[src/rtl/mcs_pkg.sv]
`timescale 1ns/1ps
// Package: shared class encoding and helpers for the task scheduler.
// Assumes class codes are 2 bits wide; code 3 is folded into non real-time.
package mcs_pkg;

    typedef enum logic [1:0] {
        CLS_NRT = 2'd0,
        CLS_SRT = 2'd1,
        CLS_HRT = 2'd2
    } task_class_e;

    // Fold a raw class code onto the three legal classes.
    function automatic logic [1:0] norm_class(input logic [1:0] raw);
        return (raw == 2'd3) ? 2'(CLS_NRT) : raw;
    endfunction

    // Distance from the top class: 0 for hard, 1 for soft, 2 for non real-time.
    function automatic logic [1:0] class_gap(input logic [1:0] cls);
        case (task_class_e'(cls))
            CLS_HRT: return 2'd0;
            CLS_SRT: return 2'd1;
            default: return 2'd2;
        endcase
    endfunction

endpackage

[src/rtl/mcs_task_table.sv]
`timescale 1ns/1ps
// Module: task entry storage. Holds valid, ready, class, period, deadline and
// the arrival stamp of every task, and the free-running arrival counter.
// Assumes: a configuration write has priority over activation and completion
// of the same entry. An activation has priority over a completion.
module mcs_task_table
    import mcs_pkg::*;
#(
    parameter int NUM_TASKS = 8,
    parameter int PERIOD_W  = 16,
    parameter int DL_W      = 32,
    parameter int SEQ_W     = 16,
    localparam int ID_W     = $clog2(NUM_TASKS)
) (
    input  logic                                 clk,
    input  logic                                 rst_n,
    input  logic                                 cfg_we,
    input  logic [ID_W-1:0]                      cfg_id,
    input  logic                                 cfg_valid,
    input  logic [1:0]                           cfg_class,
    input  logic [PERIOD_W-1:0]                  cfg_period,
    input  logic [DL_W-1:0]                      cfg_deadline,
    input  logic [NUM_TASKS-1:0]                 act_vec,
    input  logic                                 done_we,
    input  logic [ID_W-1:0]                      done_id,
    output logic [NUM_TASKS-1:0]                 ready_o,
    output logic [NUM_TASKS-1:0][1:0]            cls_o,
    output logic [NUM_TASKS-1:0][PERIOD_W-1:0]   period_o,
    output logic [NUM_TASKS-1:0][DL_W-1:0]       dl_o,
    output logic [NUM_TASKS-1:0][SEQ_W-1:0]      seq_o
);

    logic [NUM_TASKS-1:0] valid_q;
    logic [NUM_TASKS-1:0] ready_q;
    logic [NUM_TASKS-1:0] cfg_hit;
    logic [NUM_TASKS-1:0] done_hit;
    logic [NUM_TASKS-1:0] fresh;
    logic [SEQ_W-1:0]     seq_cnt;

    // Decode the write and completion targets into one-hot vectors.
    always_comb begin
        for (int i = 0; i < NUM_TASKS; i++) begin
            cfg_hit[i]  = cfg_we  && (cfg_id  == ID_W'(i));
            done_hit[i] = done_we && (done_id == ID_W'(i));
        end
    end

    // Entries that go from idle to ready this cycle and take a new stamp.
    assign fresh = act_vec & valid_q & ~ready_q & ~cfg_hit;

    // Arrival counter: advances once per cycle that has any new arrival.
    always_ff @(posedge clk) begin
        if (!rst_n) begin
            seq_cnt <= '0;
        end else if (|fresh) begin
            seq_cnt <= seq_cnt + 1'b1;
        end
    end

    for (genvar g = 0; g < NUM_TASKS; g++) begin : g_entry
        // Per-entry update: configuration first, then activation, then completion.
        always_ff @(posedge clk) begin
            if (!rst_n) begin
                valid_q[g]  <= 1'b0;
                ready_q[g]  <= 1'b0;
                cls_o[g]    <= 2'(CLS_NRT);
                period_o[g] <= '0;
                dl_o[g]     <= '0;
                seq_o[g]    <= '0;
            end else if (cfg_hit[g]) begin
                valid_q[g]  <= cfg_valid;
                ready_q[g]  <= ready_q[g] & cfg_valid;
                cls_o[g]    <= norm_class(cfg_class);
                period_o[g] <= cfg_period;
                dl_o[g]     <= cfg_deadline;
            end else if (act_vec[g] && valid_q[g]) begin
                ready_q[g] <= 1'b1;
                if (fresh[g]) begin
                    seq_o[g] <= seq_cnt;
                end
            end else if (done_hit[g]) begin
                ready_q[g] <= 1'b0;
            end
        end

        // a completion that meets no activation or write clears ready.
        assert_done_clears_R8: assert property (@(posedge clk) disable iff (!rst_n)
            (done_hit[g] && !act_vec[g] && !cfg_hit[g]) |=> !ready_q[g]);

        // a newly ready entry holds the counter value it arrived with.
        assert_fresh_stamp_R3: assert property (@(posedge clk) disable iff (!rst_n)
            fresh[g] |=> (ready_q[g] && seq_o[g] == $past(seq_cnt)));
    end

    assign ready_o = ready_q;

endmodule

[src/rtl/mcs_pick.sv]
`timescale 1ns/1ps
// Module: combinational winner selection. Builds one ordering key per task
// (class distance above the class metric) and scans for the smallest key.
// Assumes: only ready tasks compete. Equal keys keep the lowest index
// because the scan replaces the best only on a strictly smaller key.
module mcs_pick
    import mcs_pkg::*;
#(
    parameter int NUM_TASKS = 8,
    parameter int PERIOD_W  = 16,
    parameter int DL_W      = 32,
    parameter int SEQ_W     = 16,
    localparam int ID_W     = $clog2(NUM_TASKS),
    localparam int MET_W    = (DL_W > PERIOD_W) ? ((DL_W > SEQ_W) ? DL_W : SEQ_W)
                                                : ((PERIOD_W > SEQ_W) ? PERIOD_W : SEQ_W),
    localparam int KEY_W    = MET_W + 2
) (
    input  logic [NUM_TASKS-1:0]                 ready_i,
    input  logic [NUM_TASKS-1:0][1:0]            cls_i,
    input  logic [NUM_TASKS-1:0][PERIOD_W-1:0]   period_i,
    input  logic [NUM_TASKS-1:0][DL_W-1:0]       dl_i,
    input  logic [NUM_TASKS-1:0][SEQ_W-1:0]      seq_i,
    output logic                                 win_valid_o,
    output logic [ID_W-1:0]                      win_id_o
);

    logic [KEY_W-1:0] key [NUM_TASKS];

    for (genvar g = 0; g < NUM_TASKS; g++) begin : g_key
        // Key of one task: class distance, then the metric its class uses.
        always_comb begin
            case (task_class_e'(cls_i[g]))
                CLS_HRT: key[g] = {class_gap(cls_i[g]), MET_W'(dl_i[g])};
                CLS_SRT: key[g] = {class_gap(cls_i[g]), MET_W'(period_i[g])};
                default: key[g] = {class_gap(cls_i[g]), MET_W'(seq_i[g])};
            endcase
        end
    end

    // Linear scan for the smallest key among the ready tasks.
    always_comb begin
        logic [KEY_W-1:0] best;
        best        = '1;
        win_valid_o = 1'b0;
        win_id_o    = '0;
        for (int i = 0; i < NUM_TASKS; i++) begin
            if (ready_i[i] && (!win_valid_o || key[i] < best)) begin
                win_valid_o = 1'b1;
                best        = key[i];
                win_id_o    = ID_W'(i);
            end
        end
    end

endmodule

[src/rtl/mcs_dispatch.sv]
`timescale 1ns/1ps
// Module: registers the winner as the dispatched task and raises the
// preemption pulse when the winner displaces a task that is still ready.
// Assumes: the winner and the ready vector come from the same table state.
module mcs_dispatch #(
    parameter int NUM_TASKS = 8,
    localparam int ID_W     = $clog2(NUM_TASKS)
) (
    input  logic                  clk,
    input  logic                  rst_n,
    input  logic                  win_valid_i,
    input  logic [ID_W-1:0]       win_id_i,
    input  logic [NUM_TASKS-1:0]  ready_i,
    output logic                  sel_valid_o,
    output logic [ID_W-1:0]       sel_id_o,
    output logic                  preempt_o
);

    // Selection register with idle ID 0 and the displacement pulse.
    always_ff @(posedge clk) begin
        if (!rst_n) begin
            sel_valid_o <= 1'b0;
            sel_id_o    <= '0;
            preempt_o   <= 1'b0;
        end else begin
            sel_valid_o <= win_valid_i;
            sel_id_o    <= win_valid_i ? win_id_i : '0;
            preempt_o   <= win_valid_i && sel_valid_o && ready_i[sel_id_o]
                           && (win_id_i != sel_id_o);
        end
    end

    // an idle selection always reports task 0.
    assert_idle_id_zero_R10: assert property (@(posedge clk) disable iff (!rst_n)
        !sel_valid_o |-> (sel_id_o == '0));

    // a preemption always replaces an earlier valid selection.
    assert_preempt_displace_R11: assert property (@(posedge clk) disable iff (!rst_n)
        preempt_o |-> (sel_valid_o && $past(sel_valid_o) && sel_id_o != $past(sel_id_o)));

    // the dispatched task was ready in the table one cycle earlier.
    assert_sel_was_ready_R9: assert property (@(posedge clk) disable iff (!rst_n)
        sel_valid_o |-> (1'(($past(ready_i) >> sel_id_o)) == 1'b1));

endmodule

[src/rtl/mcs_sem_unit.sv]
`timescale 1ns/1ps
// Module: bank of binary semaphores with owner tracking. A take on a free
// semaphore locks it to the caller. Give frees it only for the owner. A
// refused request only reports failure and never holds the caller.
// Assumes: sem_idx addresses an existing semaphore.
module mcs_sem_unit #(
    parameter int NUM_SEMS  = 4,
    parameter int ID_W      = 3,
    localparam int SI_W     = (NUM_SEMS > 1) ? $clog2(NUM_SEMS) : 1
) (
    input  logic                 clk,
    input  logic                 rst_n,
    input  logic                 req_i,
    input  logic                 release_i,
    input  logic [SI_W-1:0]      idx_i,
    input  logic [ID_W-1:0]      tid_i,
    output logic                 ack_o,
    output logic                 ok_o,
    output logic [NUM_SEMS-1:0]  locked_o
);

    logic [NUM_SEMS-1:0][ID_W-1:0] owner_q;

    // Serve one take or give per cycle and answer on the next cycle.
    always_ff @(posedge clk) begin
        if (!rst_n) begin
            ack_o    <= 1'b0;
            ok_o     <= 1'b0;
            locked_o <= '0;
            owner_q  <= '0;
        end else begin
            ack_o <= req_i;
            ok_o  <= 1'b0;
            if (req_i && !release_i) begin
                if (!locked_o[idx_i]) begin
                    locked_o[idx_i] <= 1'b1;
                    owner_q[idx_i]  <= tid_i;
                    ok_o            <= 1'b1;
                end
            end else if (req_i && release_i) begin
                if (locked_o[idx_i] && owner_q[idx_i] == tid_i) begin
                    locked_o[idx_i] <= 1'b0;
                    ok_o            <= 1'b1;
                end
            end
        end
    end

    // a take on a held semaphore fails and leaves every lock as it was.
    assert_busy_take_fails_R12: assert property (@(posedge clk) disable iff (!rst_n)
        (req_i && !release_i && locked_o[idx_i]) |=> (ack_o && !ok_o && $stable(locked_o)));

    // a give from a non-owner fails and leaves every lock as it was.
    assert_foreign_give_R13: assert property (@(posedge clk) disable iff (!rst_n)
        (req_i && release_i && (!locked_o[idx_i] || owner_q[idx_i] != tid_i))
        |=> (ack_o && !ok_o && $stable(locked_o)));

    // success is only reported together with an acknowledge.
    assert_ok_has_ack_R12: assert property (@(posedge clk) disable iff (!rst_n)
        ok_o |-> ack_o);

endmodule

[src/rtl/mc_task_sched.sv]
`timescale 1ns/1ps
// Module: top of the mixed-criticality task scheduler. Merges the three
// activation sources, keeps the task table, picks the winner and registers
// the dispatch, and hosts the semaphore bank.
// Assumes: the arrival stamp does not wrap within the lifetime of a ready task.
module mc_task_sched #(
    parameter int NUM_TASKS = 8,
    parameter int PERIOD_W  = 16,
    parameter int DL_W      = 32,
    parameter int SEQ_W     = 16,
    parameter int NUM_SEMS  = 4,
    localparam int ID_W     = $clog2(NUM_TASKS),
    localparam int SI_W     = (NUM_SEMS > 1) ? $clog2(NUM_SEMS) : 1
) (
    input  logic                  clk,
    input  logic                  rst_n,
    input  logic                  cfg_we,
    input  logic [ID_W-1:0]       cfg_id,
    input  logic                  cfg_valid,
    input  logic [1:0]            cfg_class,
    input  logic [PERIOD_W-1:0]   cfg_period,
    input  logic [DL_W-1:0]       cfg_deadline,
    input  logic                  act_we,
    input  logic [ID_W-1:0]       act_id,
    input  logic                  done_we,
    input  logic [ID_W-1:0]       done_id,
    input  logic [NUM_TASKS-1:0]  tmr_act,
    input  logic [NUM_TASKS-1:0]  evt_act,
    input  logic                  sem_req,
    input  logic                  sem_release,
    input  logic [SI_W-1:0]       sem_idx,
    input  logic [ID_W-1:0]       sem_tid,
    output logic                  sel_valid,
    output logic [ID_W-1:0]       sel_id,
    output logic                  preempt,
    output logic                  sem_ack,
    output logic                  sem_ok,
    output logic [NUM_SEMS-1:0]   sem_locked
);

    logic [NUM_TASKS-1:0]                act_vec;
    logic [NUM_TASKS-1:0]                ready;
    logic [NUM_TASKS-1:0][1:0]           cls;
    logic [NUM_TASKS-1:0][PERIOD_W-1:0]  period;
    logic [NUM_TASKS-1:0][DL_W-1:0]      deadline;
    logic [NUM_TASKS-1:0][SEQ_W-1:0]     seq;
    logic                                win_valid;
    logic [ID_W-1:0]                     win_id;

    // Merge software, timer and event activations into one vector.
    always_comb begin
        act_vec = tmr_act | evt_act;
        if (act_we) begin
            act_vec[act_id] = 1'b1;
        end
    end

    mcs_task_table #(
        .NUM_TASKS (NUM_TASKS),
        .PERIOD_W  (PERIOD_W),
        .DL_W      (DL_W),
        .SEQ_W     (SEQ_W)
    ) table_i (
        .clk          (clk),
        .rst_n        (rst_n),
        .cfg_we       (cfg_we),
        .cfg_id       (cfg_id),
        .cfg_valid    (cfg_valid),
        .cfg_class    (cfg_class),
        .cfg_period   (cfg_period),
        .cfg_deadline (cfg_deadline),
        .act_vec      (act_vec),
        .done_we      (done_we),
        .done_id      (done_id),
        .ready_o      (ready),
        .cls_o        (cls),
        .period_o     (period),
        .dl_o         (deadline),
        .seq_o        (seq)
    );

    mcs_pick #(
        .NUM_TASKS (NUM_TASKS),
        .PERIOD_W  (PERIOD_W),
        .DL_W      (DL_W),
        .SEQ_W     (SEQ_W)
    ) pick_i (
        .ready_i     (ready),
        .cls_i       (cls),
        .period_i    (period),
        .dl_i        (deadline),
        .seq_i       (seq),
        .win_valid_o (win_valid),
        .win_id_o    (win_id)
    );

    mcs_dispatch #(
        .NUM_TASKS (NUM_TASKS)
    ) dispatch_i (
        .clk         (clk),
        .rst_n       (rst_n),
        .win_valid_i (win_valid),
        .win_id_i    (win_id),
        .ready_i     (ready),
        .sel_valid_o (sel_valid),
        .sel_id_o    (sel_id),
        .preempt_o   (preempt)
    );

    mcs_sem_unit #(
        .NUM_SEMS (NUM_SEMS),
        .ID_W     (ID_W)
    ) sem_i (
        .clk       (clk),
        .rst_n     (rst_n),
        .req_i     (sem_req),
        .release_i (sem_release),
        .idx_i     (sem_idx),
        .tid_i     (sem_tid),
        .ack_o     (sem_ack),
        .ok_o      (sem_ok),
        .locked_o  (sem_locked)
    );

endmodule

[config.mk]
export PLATFORM = sky130hd
export DESIGN_NAME = mc_task_sched
export DESIGN_NICKNAME = d
export VERILOG_FILES = /design/src/rtl/mcs_pkg.sv /design/src/rtl/mcs_task_table.sv /design/src/rtl/mcs_pick.sv /design/src/rtl/mcs_dispatch.sv /design/src/rtl/mcs_sem_unit.sv /design/src/rtl/mc_task_sched.sv
export SDC_FILE = /design/constraint.sdc
export NUM_CORES = 2
export LEC_CHECK = 0
export ABC_AREA = 1
export BUFFER_PORTS_ARGS = -buffer_cell sky130_fd_sc_hd__buf_2
export CAP_MARGIN = 20
export CORE_ASPECT_RATIO = 1.4
export CORE_UTILIZATION = 40
export DETAILED_ROUTE_END_ITERATION = 6
export MAX_ROUTING_LAYER = met4
export PLACE_DENSITY = 0.64
export SYNTH_ARGS = -nofsm -noshare
export SYNTH_HDL_FRONTEND = slang
export SYNTH_SLANG_ARGS = --single-unit
[constraint.sdc]
create_clock -name clk -period 14.2 [get_ports clk]
set_input_delay 0.71 -clock clk [delete_from_list [all_inputs] [get_ports clk]]
set_output_delay 0.71 -clock clk [all_outputs]
set_load 0.01 [all_outputs]
==> run summary <==
Post-synthesis sequential area ratio: 36.5%
Finished Cell Area: 39700 sq um
GP Congestion: 0.964
Crit path time final: 14.50 ns
Pre-CTS WS: -1.26 ns
RSZ-0062 raised after global routing: yes
Antenna violations before repair: 5
Final Skew: 0.0377 ns
CTS buffer count: 57
Required time worst endpoint: 14.78 ns
Die area: 81000 sq um
Max stage delay on crit path: 0.37 ns
Worst-margin pin slew: 1.10 ns
Critical Path Slowest Stage Cell: dfxtp_2
Fin crit share: 102%
YS warnings: 0
Power Density: 98.9 nW/um^2
Reg2reg path depth: 105
Post-synth top area share: 36.5%
Overall Global Routing Usage: 30.3%
Root Driver: clkbuf_16
Post-synth cell types: 44
Average size of a mapped cell: 6.89 sq um
Antenna violation net count after detailed routing: 0
First-pass GRT wire length: 183 mm
Drt initial violations: 2740
WP data arrival: 15.08 ns
Max-Cap Viols: 0
Normalized max-slew margin: 26.7%
Cell Rows: 122
Crit path setup slack, layout: -0.298 ns
CTS tree: built
Worst path most repeated cell: nand2_1
Clk_lat worst skew: 0.68 ns
DR vias/cell: 5.61
CTS H-tree lvls: 2
Endpoint type of the worst setup path: flop
DRC: 0
Final nets: 5219
Filler Cell Count: 7727
Worst vdd ir: 106 uV
Failing checks: setup timing
Fmax: 69.0 MHz
Number of synthesized flops with an enable pin: 0
Synth Net Count: 4974
Vias in the first global route: 31500
Hold crit path type: input pin to flop
Dpl cells: 5802
Setup_tns: -0.565 ns
Status: complete, but fails checks
Share of post-route cells with drive strength above 1: 18.1%
CTS Sinks: 583
Via count: 33600
Crit-path max FO: 11
Pre-antenna DRT Iters: 6
Final HPWL DP: 85.4 mm
Final hold vios: 0
WL/cell: 20.7 um
Setup crit start kind: flop
Largest net degree at the start of global routing: 150
Total Wirelength: 124 mm
Hold path cells: 3
IO buf count: 98
Async SR Flop Fraction: 0%
I/O pins: 99
Clock Pin Slew Worst Setup and Hold Paths: 0.07 ns
Area Growth Syn to Fin: 24.3%
Post-Layout Cell Count: 5986
Leakage Power: 18.5 nW
Core ar.: 79100 sq um
Post-Syn Instances: 4638
Power, Total: 0.00393 W
Die height: 336 um
Worst Setup Path Type: flop to flop
Maximum clock path buffer count: 3
Starting Density: 40.4%
Synth Register Bits: 583
Die width: 241 um
Commonest register cell after synthesis: dfxtp_1
Max Slew Vio Count: 0
Synth Cell Area: 32000 sq um
Total gr overflow: 0
Dpl cell area: 35400 sq um
Post-synth top area cell: dfxtp_1
Final setup viols: 4
Synth top area cells: dfxtp_1 37%, o21ai_0 12%, nor2_1 12%
==> layout by cell type, fill, tap and decap left out, types with 60 or more instances in the layout <==
master     instances
clkbuf_16         69
ha_1             226
o21ai_1           60
nand2_1          648
a21oi_1          247
o21ai_0          656
buf_4            378
buf_2             97
nor2_1          1011
a221o_1          110
o21ai_2           66
inv_1            220
nand3_1          129
dfxtp_1          579
==> through the flow <==
step                      utilization (%)  hold slack, ns
after floorplan                         -           0.429
after global placement               44.8           0.444
after detailed placement             44.8           0.449
after CTS                            48.3           0.228
after global routing                 50.2           0.279
final                                50.2           0.239
==> synthesized netlist by cell type, types with 25 or more instances <==
| cell | number |
|---|---|
| a21oi_1 | 261 |
| a221o_1 | 110 |
| clkbuf_1 | 285 |
| clkbuf_2 | 48 |
| dfxtp_1 | 583 |
| ha_1 | 248 |
| inv_1 | 230 |
| nand2_1 | 682 |
| nand3_1 | 140 |
| nor2_1 | 1031 |
| nor3_1 | 25 |
| o21ai_0 | 784 |
==> registers in the layout, indices dropped and copies added, names as in the netlist, named ones only <==
name / cells
table_i.dl_o: 256
table_i.period_o: 128
table_i.seq_o: 128
table_i.cls_o: 16
table_i.seq_cnt: 16
sem_i.owner_q: 12
table_i.ready_o: 8
table_i.valid_q: 8
dispatch_i.sel_id_o: 3
dispatch_i.preempt_o: 1
dispatch_i.sel_valid_o: 1
sem_i.ack_o: 1
sem_i.ok_o: 1
==> worst max-delay path, delay by kind of cell (launching register included) <==
family	cells	cell delay [ns]
AO/OA/AOI/OAI	16	1.80
adder cells (fa/ha/maj)	8	2.55
buffers and inverters	23	2.83
flip-flops	1	0.37
AND/OR/NAND/NOR	58	6.82
==> routing by layer <==
metal  vias to the layer above  GRT usage (%)  part of all wire (%)
met4                         0           17.2                   6.6
met2                      1240           51.6                    49
met5                         -              -                     0
li1                      16100              -                     -
met1                     15900           33.9                    39
met3                       420           3.93                   6.0
==> cell type report <==
type | count | area [sq um] | area share (%)
multi-input cells | 3460 | 19200 | 48.4
flip-flops and latches | 583 | 11700 | 29.4
repair buffers | 537 | 4540 | 11.4
inverters | 244 | 922 | 2.32
diodes | 3 | 7.51 | 0.0189
clock buffers | 71 | 1570 | 3.95
clock inverters | 34 | 470 | 1.18
well taps | 1054 | 1320 | 3.32
==> logic make-up (layout without fill, tap and decap cells) <==
kind of cell / count (synthesis) / count (layout) / synth area share (%)
DFF: 583 / 583 / 36.5
AOI/OAI and AO/OA: 1273 / 1273 / 22.6
muxes: 1 / 1 / 0.0313
other: 0 / 3 / 0
xor gates and xnor gates: 2 / 2 / 0.0548
buffers and inverters: 598 / 886 / 7.25
and+or+nand+nor: 1933 / 1936 / 23.8
adders and majority gates: 248 / 248 / 9.71
==> power breakdown <==
group	switching, W	internal, W	total, W
sequential	0.0000274	0.00168	0.00171
clock	0.000733	0.000954	0.00169
combinational	0.000337	0.000194	0.000532
total	0.00110	0.00283	0.00393
==> worst paths after layout <==
kind                            from              endpoint  slack (ns)
setup / recovery    table_i.cls_o[2]  dispatch_i.preempt_o       -0.30
setup reg to reg    table_i.cls_o[2]  dispatch_i.preempt_o       -0.30
hold / removal               sem_req           sem_i.ack_o        0.24
hold reg to reg   table_i.seq_o[122]    table_i.seq_o[122]        0.46
==> repair_timing <==
action,in CTS,in global routing
setup endpoints to repair,4,4
hold buffers,0,0
setup buffers,17,42
cloned,11,13
pin swaps,22,113
gates resized for setup,125,296
No activity file was read; power rests on OpenSTA's default activity.
